[config.mk]
export PLATFORM = sky130hd
export DESIGN_NAME = trip_trim_decoder
export DESIGN_NICKNAME = d
export VERILOG_FILES = /design/src/rtl/trim_pkg.sv /design/src/rtl/trim_cmd_match.sv /design/src/rtl/trim_seq_fsm.sv /design/src/rtl/trim_pulse_gen.sv /design/src/rtl/trip_trim_decoder.sv
export SDC_FILE = /design/constraint.sdc
export NUM_CORES = 1
export LEC_CHECK = 0
export BUFFER_PORTS_ARGS = -buffer_cell sky130_fd_sc_hd__buf_2
export CORE_MARGIN = 4
export CORE_UTILIZATION = 49
export DETAILED_ROUTE_END_ITERATION = 10
export MAX_ROUTING_LAYER = met4
export PLACE_DENSITY = 0.76
export SETUP_SLACK_MARGIN = 0.2
export SLEW_MARGIN = 20
export SYNTH_ARGS = -nofsm -noshare
export SYNTH_HDL_FRONTEND = slang
export SYNTH_SLANG_ARGS = --single-unit
[constraint.sdc]
create_clock -name clk_i -period 1.9 [get_ports clk_i]
set_clock_uncertainty 0.2 [all_clocks]
set_input_delay 0.095 -clock clk_i [delete_from_list [all_inputs] [get_ports clk_i]]
set_output_delay 0.095 -clock clk_i [all_outputs]
set_load 0.01 [all_outputs]
[src/rtl/trim_pkg.sv]
package trim_pkg;

    // Number of trimmable thresholds and width of the selector
    localparam int NUM_THR = 2;
    localparam int THR_W   = (NUM_THR > 1) ? $clog2(NUM_THR) : 1;

    typedef enum logic [2:0] {
        ST_IDLE,
        ST_SLAVE,
        ST_ADDR,
        ST_DATA,
        ST_STOPW,
        ST_SKIP,
        ST_PROG
    } trim_state_e;

    typedef struct packed {
        logic             is_reset;
        logic [THR_W-1:0] sel;
    } trim_op_t;

endpackage

[src/rtl/trim_cmd_match.sv]
module trim_cmd_match
    import trim_pkg::*;
#(
    parameter logic [7:0]           SLAVE_ID  = 8'hA0,
    parameter logic [7:0]           DATA_REQ  = 8'h00,
    parameter logic [NUM_THR*8-1:0] SET_ADDRS = {8'h09, 8'h01},
    parameter logic [NUM_THR*8-1:0] RST_ADDRS = {8'h0B, 8'h03}
) (
    input  logic [7:0] byte_i,
    output logic       slave_ok_o,
    output logic       addr_ok_o,
    output logic       data_ok_o,
    output trim_op_t   op_o
);

    logic [NUM_THR-1:0] set_hit;
    logic [NUM_THR-1:0] rst_hit;

    for (genvar t = 0; t < NUM_THR; t++) begin : g_addr_cmp
        assign set_hit[t] = (byte_i == SET_ADDRS[t*8 +: 8]);
        assign rst_hit[t] = (byte_i == RST_ADDRS[t*8 +: 8]);
    end

    assign slave_ok_o = (byte_i == SLAVE_ID);
    assign data_ok_o  = (byte_i == DATA_REQ);
    assign addr_ok_o  = (|set_hit) | (|rst_hit);

    always_comb begin
        op_o.is_reset = |rst_hit;
        op_o.sel      = '0;
        for (int t = 0; t < NUM_THR; t++) begin
            if (set_hit[t] || rst_hit[t]) begin
                op_o.sel = THR_W'(t);
            end
        end
    end

endmodule

[src/rtl/trim_seq_fsm.sv]
module trim_seq_fsm
    import trim_pkg::*;
(
    input  logic        clk_i,
    input  logic        rst_ni,
    input  logic        start_i,
    input  logic        stop_i,
    input  logic        byte_valid_i,
    input  logic        prog_en_i,
    input  logic        slave_ok_i,
    input  logic        addr_ok_i,
    input  logic        data_ok_i,
    input  trim_op_t    op_i,
    output trim_state_e state_o,
    output trim_op_t    op_o,
    output logic        fire_o
);

    trim_state_e state_q, state_d;
    trim_op_t    op_q;

    // State register
    always_ff @(posedge clk_i or negedge rst_ni) begin
        if (!rst_ni) begin
            state_q <= ST_IDLE;
        end else begin
            state_q <= state_d;
        end
    end

    // Operation latch: captured when the byte address is accepted
    always_ff @(posedge clk_i or negedge rst_ni) begin
        if (!rst_ni) begin
            op_q <= '0;
        end else if (state_q == ST_ADDR && byte_valid_i && addr_ok_i
                     && prog_en_i && !start_i && !stop_i) begin
            op_q <= op_i;
        end
    end

    // Next-state logic
    always_comb begin
        state_d = state_q;
        unique case (state_q)
            ST_PROG: begin
                if (!prog_en_i) state_d = ST_IDLE;
            end
            ST_IDLE, ST_SKIP: begin
                if (start_i)     state_d = prog_en_i ? ST_SLAVE : ST_SKIP;
                else if (stop_i) state_d = ST_IDLE;
            end
            ST_SLAVE: begin
                if (start_i)           state_d = prog_en_i ? ST_SLAVE : ST_SKIP;
                else if (stop_i)       state_d = ST_IDLE;
                else if (!prog_en_i)   state_d = ST_SKIP;
                else if (byte_valid_i) state_d = slave_ok_i ? ST_ADDR : ST_SKIP;
            end
            ST_ADDR: begin
                if (start_i)           state_d = prog_en_i ? ST_SLAVE : ST_SKIP;
                else if (stop_i)       state_d = ST_IDLE;
                else if (!prog_en_i)   state_d = ST_SKIP;
                else if (byte_valid_i) state_d = addr_ok_i ? ST_DATA : ST_SKIP;
            end
            ST_DATA: begin
                if (start_i)           state_d = prog_en_i ? ST_SLAVE : ST_SKIP;
                else if (stop_i)       state_d = ST_IDLE;
                else if (!prog_en_i)   state_d = ST_SKIP;
                else if (byte_valid_i) state_d = data_ok_i ? ST_STOPW : ST_SKIP;
            end
            ST_STOPW: begin
                if (start_i)           state_d = prog_en_i ? ST_SLAVE : ST_SKIP;
                else if (stop_i)       state_d = ST_PROG;
                else if (!prog_en_i)   state_d = ST_SKIP;
                else if (byte_valid_i) state_d = ST_SKIP;
            end
            default: state_d = ST_IDLE;
        endcase
    end

    assign state_o = state_q;
    assign op_o    = op_q;
    assign fire_o  = (state_q == ST_PROG) && !prog_en_i;


    prog_hold_chk: assert property (@(posedge clk_i) disable iff (!rst_ni)
        (state_q == ST_PROG && prog_en_i) |=> (state_q == ST_PROG));


    prog_entry_chk: assert property (@(posedge clk_i) disable iff (!rst_ni)
        (state_q != ST_PROG && state_d == ST_PROG) |-> (state_q == ST_STOPW && stop_i));

endmodule

[src/rtl/trim_pulse_gen.sv]
module trim_pulse_gen
    import trim_pkg::*;
(
    input  logic               clk_i,
    input  logic               rst_ni,
    input  logic               fire_i,
    input  trim_op_t           op_i,
    output logic [NUM_THR-1:0] set_o,
    output logic [NUM_THR-1:0] rst_o
);

    for (genvar t = 0; t < NUM_THR; t++) begin : g_pulse
        logic set_q, rst_q;
        always_ff @(posedge clk_i or negedge rst_ni) begin
            if (!rst_ni) begin
                set_q <= 1'b0;
                rst_q <= 1'b0;
            end else begin
                set_q <= fire_i && !op_i.is_reset && (op_i.sel == THR_W'(t));
                rst_q <= fire_i &&  op_i.is_reset && (op_i.sel == THR_W'(t));
            end
        end
        assign set_o[t] = set_q;
        assign rst_o[t] = rst_q;
    end


    pulse_onehot_chk: assert property (@(posedge clk_i) disable iff (!rst_ni)
        $onehot0({set_o, rst_o}));


    pulse_width_chk: assert property (@(posedge clk_i) disable iff (!rst_ni)
        (|{set_o, rst_o}) |=> !(|{set_o, rst_o}));

endmodule

[src/rtl/trip_trim_decoder.sv]
module trip_trim_decoder
    import trim_pkg::*;
(
    input  logic                clk_i,
    input  logic                rst_ni,
    input  logic                start_i,
    input  logic                stop_i,
    input  logic                byte_valid_i,
    input  logic [7:0]          byte_i,
    input  logic                prog_en_i,
    output logic [NUM_THR-1:0]  set_pulse_o,
    output logic [NUM_THR-1:0]  rst_pulse_o,
    output logic                busy_o
);

    logic        slave_ok, addr_ok, data_ok, fire;
    trim_op_t    op_dec, op_held;
    trim_state_e state;

    trim_cmd_match u_match (
        .byte_i     (byte_i),
        .slave_ok_o (slave_ok),
        .addr_ok_o  (addr_ok),
        .data_ok_o  (data_ok),
        .op_o       (op_dec)
    );

    trim_seq_fsm u_fsm (
        .clk_i        (clk_i),
        .rst_ni       (rst_ni),
        .start_i      (start_i),
        .stop_i       (stop_i),
        .byte_valid_i (byte_valid_i),
        .prog_en_i    (prog_en_i),
        .slave_ok_i   (slave_ok),
        .addr_ok_i    (addr_ok),
        .data_ok_i    (data_ok),
        .op_i         (op_dec),
        .state_o      (state),
        .op_o         (op_held),
        .fire_o       (fire)
    );

    trim_pulse_gen u_pulse (
        .clk_i  (clk_i),
        .rst_ni (rst_ni),
        .fire_i (fire),
        .op_i   (op_held),
        .set_o  (set_pulse_o),
        .rst_o  (rst_pulse_o)
    );

    assign busy_o = (state == ST_PROG);


    pulse_cause_chk: assert property (@(posedge clk_i) disable iff (!rst_ni)
        (|{set_pulse_o, rst_pulse_o}) |-> ($past(busy_o) && !$past(prog_en_i)));


    busy_rise_chk: assert property (@(posedge clk_i) disable iff (!rst_ni)
        $rose(busy_o) |-> $past(stop_i));


    busy_fall_chk: assert property (@(posedge clk_i) disable iff (!rst_ni)
        $fell(busy_o) |-> (!$past(prog_en_i) && (|{set_pulse_o, rst_pulse_o})));

endmodule

==> results of run 1 <==
## area by class of cell
class | instances | area (um^2) | area share, %
clock buffers | 3 | 22.5 | 2.59
clock inverters | 1 | 5.00 | 0.575
inverters | 4 | 15.0 | 1.72
multi-input cells | 54 | 410 | 47.1
flip-flops and latches | 9 | 229 | 26.3
well taps | 15 | 18.8 | 2.16
repair buffers | 27 | 170 | 19.5
## final timing paths
| check | from | to | slack [ns] |
|---|---|---|---|
| max in group asynchronous | rst_ni | u_fsm.state_o[0]$_DFFE_PN0P_ | 1.30 |
| min in group clk_i | prog_en_i | u_fsm.state_o[2]$_DFFE_PN0P_ | 0.01 |
| setup / recovery | u_fsm.state_o[2]$_DFFE_PN0P_ | u_fsm.state_o[2]$_DFFE_PN0P_ | 0.23 |
| hold / removal | rst_ni | u_pulse.g_pulse[1].rst_q$_DFF_PN0_ | 0.005 |
| setup reg to reg | u_fsm.state_o[2]$_DFFE_PN0P_ | u_fsm.state_o[2]$_DFFE_PN0P_ | 0.23 |
| hold reg to reg | u_fsm.op_o[1]$_DFFE_PN0P_ | u_pulse.g_pulse[1].set_q$_DFF_PN0_ | 0.31 |
## flip-flops by register name, summed over array words and instances (netlist names)
name                   cells
u_fsm.state_o              3
u_fsm.op_o                 2
u_pulse.g_pulse.rst_q      2
u_pulse.g_pulse.set_q      2
## power breakdown
part           internal [W]  total [W]  switching [W]
registers          0.000215   0.000255      0.0000395
logic              0.000133   0.000272       0.000139
clock network     0.0000775   0.000144      0.0000663
total              0.000426   0.000670       0.000244
## metrics by stage
stage,cell area (um^2),worst slack [ns],hold WS [ns],util (%)
2_1_floorplan,668,0.240,-0.401,-
3_3_place_gp,762,0.133,-0.251,59.3
3_5_place_dp,762,0.0896,-0.246,59.3
4_1_cts,851,0.223,0.00954,66.2
5_1_grt,871,0.179,0.0118,67.8
6_report,871,0.232,0.00461,67.8
## metal layers
layer  vias up  wire length (um)
met1       308               697
met2        35               809
li1        321                 -
met5         -                 0
met4         0                 8
met3         2               137
## what timing repair did
action	CTS	global route
setup endpoints to repair	3	4
hold buffers	5	0
pin swaps	0	3
resized for setup	3	6
hold endpoints to repair	14	0
## cells in the mapped netlist, types with 2 or more instances
library cell  n
a21oi_1       2
a32o_1        2
buf_4         4
clkbuf_1      4
dfrtp_1       9
inv_1         4
mux2i_1       2
nand2_1       3
nand3_1       2
nand3b_1      2
nor2_1        7
nor3_1        2
nor3b_1       3
nor4_1        2
o21ai_0       2
o22ai_1       2
o2bb2ai_1     3
or3b_2        2
## logic make-up (layout without fill, tap and decap cells)
| logic type | count (synthesis) | after routing |
|---|---|---|
| DFF | 9 | 9 |
| and+or+nand+nor | 34 | 34 |
| AOI/OAI and AO/OA | 15 | 15 |
| adders and majority gates | 1 | 1 |
| buffers and inverters | 12 | 35 |
| muxes | 4 | 4 |
==> results by group, run 1 <==
Final layout
  – Most common cell after layout, fill and taps aside: buf_2
  – Most frequent cells in the layout: buf_2, nor2_1, dfrtp_1, dlygate4sd3_1
  – Inserted Diodes: 0
  – Share of layout cells above drive strength 1: 38.8%
  – Synthesis-to-layout area growth: 30.3%
  – Non-Filler Instances: roughly 110
  – Filler Cells Inserted: roughly 100
  – Fin nets: 113

Clocking
  – CTS Root Cell: clkbuf_4
  – Clk buf depth: 2
  – Post-CTS setup buffer count: 0
  – H-tree Lvls: 1
  – Clock slew at reported path FFs: approximately 0.060 ns
  – Total CTS buffers: 3
  – Clock Sinks: 9
  – Clock Latency Late Sink: roughly 0.25 ns
  – CTS tree: built

Timing
  – Hold Fails Final Rpt: 0
  – Slew headroom: a little over four fifths
  – Max Fclk: approximately 600 MHz
  – Setup TNS: 0 ns
  – Max Slew Vio Count: 0
  – Final setup fails: 0
  – Crit share post-route: between 80% and 90%
  – Least-Margin Pin Slew: between 0.2 and 0.25 ns
  – RSZ-0062 raised after global routing: true
  – Tmin final: roughly 1.7 ns

Routing
  – Via Count: 666
  – Initial drt markers: 13
  – Post-route ant nets: 0
  – Routed vias/inst: 5.89
  – Mean routed wirelength per cell: ~15 um
  – DRC Markers: 0
  – Routed WL: between 1500 and 2000 um
  – Pre-antenna DRT Iters: 4

GRT
  – GRT Total Usage: between 10% and 20%
  – Largest net degree at the start of global routing: 10
  – Vias in the first global route: 624
  – Busiest grt layer: met2
  – Initial antenna violation count: 0
  – Grt met1 use: between 20% and 30%
  – Global routing met3 resource utilization: 2.79%
  – Grt ovf: 0
  – GR Util met2: a little under a third
  – First-pass GRT wire length: around 2700 um

Critical path
  – Critical Path, Cell by Cell: buf_4 > nor3_2 > o21ai_0 > and2_0 > a32o_1
  – Critical Path Max Stage Delay: 0.44 ns
  – Critical path start-end classification: flip-flop to flip-flop
  – Crit-path leading delay family: flip-flops
  – WP depth: 5
  – Startpoint types: flip-flop
  – CP Data Required Time: approximately 1.9 ns
  – Reg2reg path depth: 5
  – Crit end category: flip-flop
  – WP data arrival: around 1.6 ns
  – WP buf/inv: 1
  – Slowest CP cell: dfrtp_2
  – CP Max Fanout: 7

Synthesis
  – Post-synth cell types: 36
  – Largest area contributor in the netlist: dfrtp_1
  – Fraction of the mapped netlist area in simple logic gates: 32.2%
  – Synth Flop Type: dfrtp_1
  – Register area share after synthesis: 33.7%
  – Ys async rst share: between 90% and 100%
  – Top-area cell type share of the netlist area: about a third
  – #FFs+latches synth: 9
  – Syn Area/Cell: around 8.9 um^2
  – Gate Count Post-Synth: 75
  – Largest family of logic cells by synthesized area: simple AND/OR/NAND/NOR gates
  – Post-Syn Nets: 89
  – Post-synthesis compound-gate area fraction: between 10% and 20%
  – Mux contribution to synthesized area: 6.37%
  – EDFF count, synth: 0
  – Xor and xnor area share after synthesis: 0%
  – Yosys warns: 0
  – Cell Area, Synth: roughly 670 um^2
  – Post-Synth Adder-Cell Area: about 1.5%
  – Top post-synthesis cells by area: dfrtp_1, buf_4, nor2_1

Die
  – Top-Level Pins: 19
  – Std-Cell Core Area: around 0.0013 mm^2
  – Die W: about 45 um
  – Rows: 13
  – Die Footprint: between 0.002 and 0.0025 mm^2
  – Die height: ~45 um
  – Initial core utilization: around half

Pwr
  – Power per cell area: ~770 mW/mm^2
  – VDD IR max: about 0.00044 V
  – Leak pwr: 0.405 nW
  – Total power: between 0.0006 and 0.0007 W

Placement
  – Gpl congestion: roughly 0.9
  – Number of port buffers: 18
  – Final HPWL DP: 1240 um
  – Placed insts: roughly 100

Run status
  – Status: finished clean

Worst hold path
  – Min-Delay Path Class: input port to async pin

Run
  – Maxcap violations: 0
Note: power is estimated with default switching activity, not from simulation.
==> inputs of run 2 (changes only) <==
- CORE_UTILIZATION: 49 -> 51
- GPL_ROUTABILITY_DRIVEN: default -> 0
- GPL_TIMING_DRIVEN: default -> 0
- PLACE_DENSITY: 0.76 -> 0.77
- SYNTH_HIERARCHICAL: default -> 1
==> results by group, run 2 <==
Clocking
  – H-tree Lvls: 1 (unchanged)
  – CTS Root Cell: clkbuf_4
  – Clock Sinks: 9 (unchanged)
  – Clock Latency Late Sink: 0.27 ns (+0.02 ns)
  – Total CTS buffers: 3 (unchanged)
  – Clk buf depth: 2 (unchanged)
  – Clock slew at reported path FFs: 0.07 ns (about the same)
  – CTS tree: built
  – Post-CTS setup buffer count: 0 (unchanged)

Routing
  – Initial drt markers: 48 (+35)
  – Via Count: 766 (+15%)
  – Routed vias/inst: 6.13 (+4.0%)
  – Pre-antenna DRT Iters: 4 (unchanged)
  – Routed WL: 1740 um (+5.4%)
  – DRC Markers: 0 (unchanged)
  – Mean routed wirelength per cell: 13.9 um (-4.7%)
  – Post-route ant nets: 0 (unchanged)

Run status
  – Status: finished clean

Critical path
  – Reg2reg path depth: 4 (-1)
  – Startpoint types: input port
  – Critical path start-end classification: input port to flip-flop
  – FF-to-FF Start: u_fsm/state_o[0]$_DFFE_PN0P_
  – CP Data Required Time: 1.86 ns (about the same)
  – R2R setup slack: 0.23 ns (about the same)
  – WP data arrival: 1.69 ns (+0.08 ns)
  – R2R Path End: u_fsm/state_o[0]$_DFFE_PN0P_
  – Worst setup startpoint: byte_i[1]
  – Crit end category: flip-flop
  – CP Max Fanout: 3 (-4)

GRT
  – Initial antenna violation count: 0 (unchanged)
  – Grt ovf: 0 (unchanged)
  – Vias in the first global route: 706 (+13%)
  – GRT Total Usage: 19.5% (+0.80 points)
  – First-pass GRT wire length: 2910 um (+7.7%)
  – Largest net degree at the start of global routing: 11 (+1)

Synthesis
  – Register area share after synthesis: 30.2% (-3.6 points)
  – Synth cell count leaders: nand2_1, buf_4, dfrtp_1, nor3_1, o21ai_0
  – #FFs+latches synth: 9 (unchanged)
  – Top-area cell type share of the netlist area: 30.2% (-3.6 points)
  – Post-Syn Nets: 102 (+15%)
  – Yosys warns: 6 (+6)
  – Synth Flop Type: dfrtp_1
  – Ys async rst share: 100% (unchanged)
  – Post-Synth Adder-Cell Area: 1.34% (-0.16 points)
  – Largest family of logic cells by synthesized area: simple AND/OR/NAND/NOR gates
  – Mux contribution to synthesized area: 3.02% (-3.4 points)
  – Xor and xnor area share after synthesis: 0% (unchanged)
  – Largest area contributor in the netlist: dfrtp_1
  – Post-synth cell types: 34 (-5.6%)
  – EDFF count, synth: 0 (unchanged)
  – Fraction of the mapped netlist area in simple logic gates: 40.2% (+8.0 points)
  – Syn Area/Cell: 8.49 um^2 (-4.7%)
  – Top post-synthesis cells by area: dfrtp_1, buf_4, nand2_1
  – Gate Count Post-Synth: 88 (+17%)
  – Top-count cell post-synth: nand2_1
  – Cell Area, Synth: 747 um^2 (+12%)
  – Post-synthesis compound-gate area fraction: 15.2% (-2.0 points)

Final layout
  – Most common cell after layout, fill and taps aside: buf_2
  – Non-Filler Instances: 125 (+11%)
  – Filler Cells Inserted: 113 (+9.7%)
  – Share of layout cells above drive strength 1: 34.5% (-4.2 points)
  – Most frequent cells in the layout: buf_2, nand2_1, buf_4, dfrtp_1, nor3_1
  – Fin nets: 125 (+11%)
  – Largest register FFs: 3 (unchanged)
  – Synthesis-to-layout area growth: 20.3%
  – Inserted Diodes: 0 (unchanged)

Pwr
  – Power per cell area: 833 mW/mm^2 (+8.2%)
  – Leak pwr: 0.442 nW (+9.0%)
  – VDD IR max: 0.000360 V (-18%)

Timing
  – Hold Fails Final Rpt: 0 (unchanged)
  – Slew headroom: 77.0% (-6.2 points)
  – Max Slew Vio Count: 0 (unchanged)
  – Least-Margin Pin Slew: 0.342 ns (+0.0926 ns)
  – Crit share post-route: 91.3% (+3.5 points)
  – RSZ-0062 raised after global routing: true
  – Max Fclk: 576 MHz (-3.9%)
  – Tmin final: 1.74 ns (+0.0668 ns)
  – Final worst setup slack: 0.165 ns (-0.0668 ns)
  – Final setup fails: 0 (unchanged)

Die
  – Die W: 46.3 um (+3.0%)
  – Top-Level Pins: 19 (unchanged)
  – Rows: 13 (unchanged)
  – Die height: 46.3 um (+3.0%)
  – Std-Cell Core Area: 0.00133 mm^2 (+3.8%)
  – Die Footprint: 0.00214 mm^2 (+6.1%)
  – Initial core utilization: 56.0% (+4.0 points)

Placement
  – Final HPWL DP: 1300 um (+4.5%)
  – Number of port buffers: 17 (-1)
  – Place WS: -0.178 ns (-0.268 ns)
  – Placed insts: 120 (+15%)

Worst hold path
  – Min-Delay Path Class: input port to async pin

Run
  – Maxcap violations: 0 (unchanged)
==> run 2: repair_timing <==
item / in CTS / in global routing
pin swaps: 1 / 0
hold buffers: 1 / 0
endpoints found under the hold margin: 9 / 0
resized for setup: 0 / 2
setup endpoints to repair: 1 / 3
==> run 2: critical path, cell delays in order <==
cell,delay (ns)
buf_2,0.10
or4_4,0.55
nor4_4,0.21
nand2_1,0.09
a2111o_1,0.39
a31oi_1,0.18
nor3_1,0.07
==> run 2: cells by family after synthesis <==
group / after synthesis
buf+inv: 11
compound gates: 17
fa+ha+maj: 1
mux: 2
simple gates: 48
flops: 9
==> run 2: metrics by stage <==
stage / setup TNS, ns / instance area [um^2] / power [W] / hold WS, ns / util, %
after floorplan: 0 / 756 / 0.000500 / -0.401 / -
after global routing: 0 / 898 / 0.000805 / 0.0305 / 67.4
final: 0 / 898 / 0.000748 / 0.00967 / 67.4
after global placement: -0.235 / 860 / 0.000575 / -0.253 / 64.4
after detailed placement: -0.286 / 860 / 0.000581 / -0.243 / 64.4
after CTS: 0 / 896 / 0.000740 / 0.00284 / 67.2
==> run 2: final cells by class <==
class | instances | area [um^2] | share of cell area (%)
Multi-Input combinational cell | 68 | 458 | 51.0
Sequential cell | 9 | 225 | 25.1
Timing Repair Buffer | 18 | 95.1 | 10.6
Buffer | 9 | 67.6 | 7.52
Clock buffer | 4 | 26.3 | 2.92
Tap cell | 15 | 18.8 | 2.09
Inverter | 2 | 7.51 | 0.836
==> run 2: how the worst max path moves through the flow <==
stage               slack [ns]                           end  cells after the start
finish                    0.16  u_fsm/state_o[0]$_DFFE_PN0P_                      7
global route              0.10  u_fsm/state_o[0]$_DFFE_PN0P_                      7
CTS                       0.18  u_fsm/state_o[0]$_DFFE_PN0P_                      7
detailed placement       -0.18  u_fsm/state_o[0]$_DFFE_PN0P_                      7
global placement         -0.15  u_fsm/state_o[0]$_DFFE_PN0P_                      7
floorplan                 0.04  u_fsm/state_o[0]$_DFFE_PN0P_                      6
==> run 2: layer usage <==
layer	track usage [%]	routed length [um]	share of wire (%)	vias to the layer above
li1	-	-	-	363
met5	-	0	0	-
met4	13.6	32	1.8	0
met3	2.34	182	10	4
met2	29.1	824	47	51
met1	23.9	701	40	348
==> run 2: where the power goes <==
part,switching [W],internal (W)
Clock,0.0000739,0.0000813
Combinational,0.000177,0.000163
Sequential,0.0000357,0.000217
==> inputs of run 3 (changes only) <==
- CORE_MARGIN: 4 -> 8
==> results by group, run 3 (same netlist as run 2, synthesis figures left out) <==
Clocking
  – Clk buf depth: 2 (unchanged)
  – H-tree Lvls: 1 (unchanged)
  – Total CTS buffers: 3 (unchanged)
  – Clock Latency Late Sink: 0.25 ns (-0.02 ns)
  – CTS tree: built
  – CTS Root Cell: clkbuf_4
  – Clock Sinks: 9 (unchanged)
  – Clock slew at reported path FFs: 0.06 ns (about the same)

Die
  – Top-Level Pins: 19 (unchanged)
  – Initial core utilization: 52.0% (-4.0 points)
  – Die W: 54.3 um (+17%)
  – Die Footprint: 0.00295 mm^2 (+38%)
  – Die height: 54.3 um (+17%)
  – Rows: 14 (+1)
  – Std-Cell Core Area: 0.00144 mm^2 (+7.7%)

Routing
  – Pre-antenna DRT Iters: 4 (unchanged)
  – Initial drt markers: 44 (-8.3%)
  – Mean routed wirelength per cell: 13.6 um (-2.5%)
  – DRC Markers: 0 (unchanged)
  – Via Count: 731 (-4.6%)
  – Post-route ant nets: 0 (unchanged)
  – Routed vias/inst: 5.76 (-6.1%)
  – Routed WL: 1730 um (-0.92%)

Critical path
  – WP data arrival: 1.63 ns (-0.06 ns)
  – Critical Path, Cell by Cell: or4_1 > a21o_1 > a31oi_1 > nor3_1
  – Critical path start-end classification: flip-flop to flip-flop
  – CP Data Required Time: 1.84 ns (-0.02 ns)
  – Critical Path Max Stage Delay: 0.52 ns (-0.03 ns)
  – WP buf/inv: 0 (-1)
  – Crit end category: flip-flop
  – CP Max Fanout: 8 (+5)
  – Startpoint types: flip-flop
  – Slowest CP cell: or4_1
  – Crit-path leading delay family: simple AND/OR/NAND/NOR gates

Timing
  – Least-Margin Pin Slew: 0.381 ns (+0.0395 ns)
  – Slew headroom: 74.3% (-2.7 points)
  – Max Slew Vio Count: 0 (unchanged)
  – Crit share post-route: 88.8% (-2.5 points)
  – Tmin final: 1.69 ns (-0.0475 ns)
  – Hold Fails Final Rpt: 0 (unchanged)
  – Final setup fails: 0 (unchanged)
  – Max Fclk: 593 MHz (+2.8%)
  – RSZ-0062 raised after global routing: true
  – Hold WS: 0.0145 ns (+0.00479 ns)

Final layout
  – Most frequent cells in the layout: buf_2, buf_4, nand2_1, dfrtp_1, nor3_1
  – Synthesis-to-layout area growth: 22.4%
  – Inserted Diodes: 0 (unchanged)
  – Filler Cells Inserted: 146 (+29%)
  – Share of layout cells above drive strength 1: 35.1% (+0.59 points)
  – Largest register FFs: 3 (unchanged)
  – Final Cell Area: 915 um^2 (+1.8%)
  – Fin nets: 126 (+0.80%)
  – Most common cell after layout, fill and taps aside: buf_2
  – Multi-input logic area: 459 um^2 (+0.27%)
  – Seq. cell area: 225 um^2 (unchanged)

Pwr
  – Total power: 0.000732 W (-2.1%)
  – Int Pwr: 0.000461 W (about the same)
  – Sw Pwr: 0.000271 W (-5.5%)
  – Sw Share: 37.0% (-1.3 points)
  – Power per cell area: 800 mW/mm^2 (-3.9%)
  – Clock power share: 19.6% (-1.1 points)
  – Leak pwr: 0.449 nW (+1.7%)
  – Combinational Power Share: 45.8% (+0.3 points)
  – VDD IR max: 0.000358 V (-0.68%)
  – Flop pwr share: 34.6% (+0.8 points)

Placement
  – Final HPWL DP: 1310 um (+0.57%)
  – Placed cell area: 861 um^2 (+0.15%)
  – Number of port buffers: 17 (unchanged)

GRT
  – Vias in the first global route: 682 (-3.4%)
  – GRT Total Usage: 12.6% (-6.9 points)
  – Grt ovf: 0 (unchanged)
  – First-pass GRT wire length: 2750 um (-5.4%)
  – Initial antenna violation count: 0 (unchanged)
  – Largest net degree at the start of global routing: 11 (unchanged)

Run
  – Maxcap violations: 0 (unchanged)

Run status
  – Status: finished clean

Worst hold path
  – Min-Delay Path Class: input port to flip-flop
[run 3: cell types whose count changed in the layout (fill, tap and decap cells not counted)]
cell | previous run | this run
buf_6 | 0 | 1
a21oi_2 | 0 | 1
nor2b_1 | 3 | 4
nor2b_2 | 1 | 0
buf_2 | 17 | 16
buf_4 | 9 | 10
a21oi_1 | 3 | 2
[run 3: routing by layer]
metal | global-route usage (%) | wire length [um]
met1 | 16.2 | 796
met2 | 19.5 | 845
met3 | 0.815 | 83
met4 | 6.15 | 0
met5 | - | 0
[run 3: area by class of cell]
class | count | area share, %
clock buffer | 4 | 2.87
inverter | 2 | 0.821
buffer | 9 | 7.39
multi-input combinational | 68 | 50.2
tap | 16 | 2.19
timing repair buffer | 19 | 11.9
sequential | 9 | 24.6
[run 3: per-stage QoR]
step	utilization [%]	setup WS, ns	cells	TNS [ns]
floorplan	-	0.0382	88	0
CTS	63.0	0.218	127	0
global route	63.7	0.147	127	0
finish	63.7	0.212	127	0
detailed placement	59.9	-0.153	121	-0.192
global placement	59.9	-0.158	121	-0.220
[run 3: worst paths after layout]
kind	start	to	slack, ns	cells after the start
min in group asynchronous	rst_ni	u_pulse/g_pulse[1].set_q$_DFF_PN0_	0.02	2
setup reg to reg	u_fsm/state_o[0]$_DFFE_PN0P_	u_fsm/state_o[0]$_DFFE_PN0P_	0.21	4
hold reg to reg	u_fsm/op_o[0]$_DFFE_PN0P_	u_pulse/g_pulse[0].set_q$_DFF_PN0_	0.31	1
hold / removal	byte_i[1]	u_fsm/op_o[1]$_DFFE_PN0P_	0.01	3
setup / recovery	u_fsm/state_o[0]$_DFFE_PN0P_	u_fsm/state_o[0]$_DFFE_PN0P_	0.21	4
max in group asynchronous	rst_ni	u_fsm/op_o[0]$_DFFE_PN0P_	1.30	2
[run 3: what timing repair did]
action,in CTS,in global routing
hold buffers,1,0
pin swaps,1,1
gates resized for setup,0,3
endpoints found under the hold margin,9,0
endpoints found under the setup margin,1,3
cloned,0,0
buffers inserted,1,0
[run 3: worst min-delay path: cells and delay by family]
family / cells / cell delay, ns
mux: 1 / 0.13
simple gates: 1 / 0.15
buf+inv: 1 / 0.07
[run 3: power by group through the flow]
stage | logic (W) | registers [W] | clock network [W]
after floorplan | 0.000258 | 0.000243 | 0
after global placement | 0.000322 | 0.000254 | 0
after detailed placement | 0.000325 | 0.000255 | 0
after CTS | 0.000329 | 0.000251 | 0.000147
after global routing | 0.000372 | 0.000256 | 0.000162
final | 0.000336 | 0.000253 | 0.000143
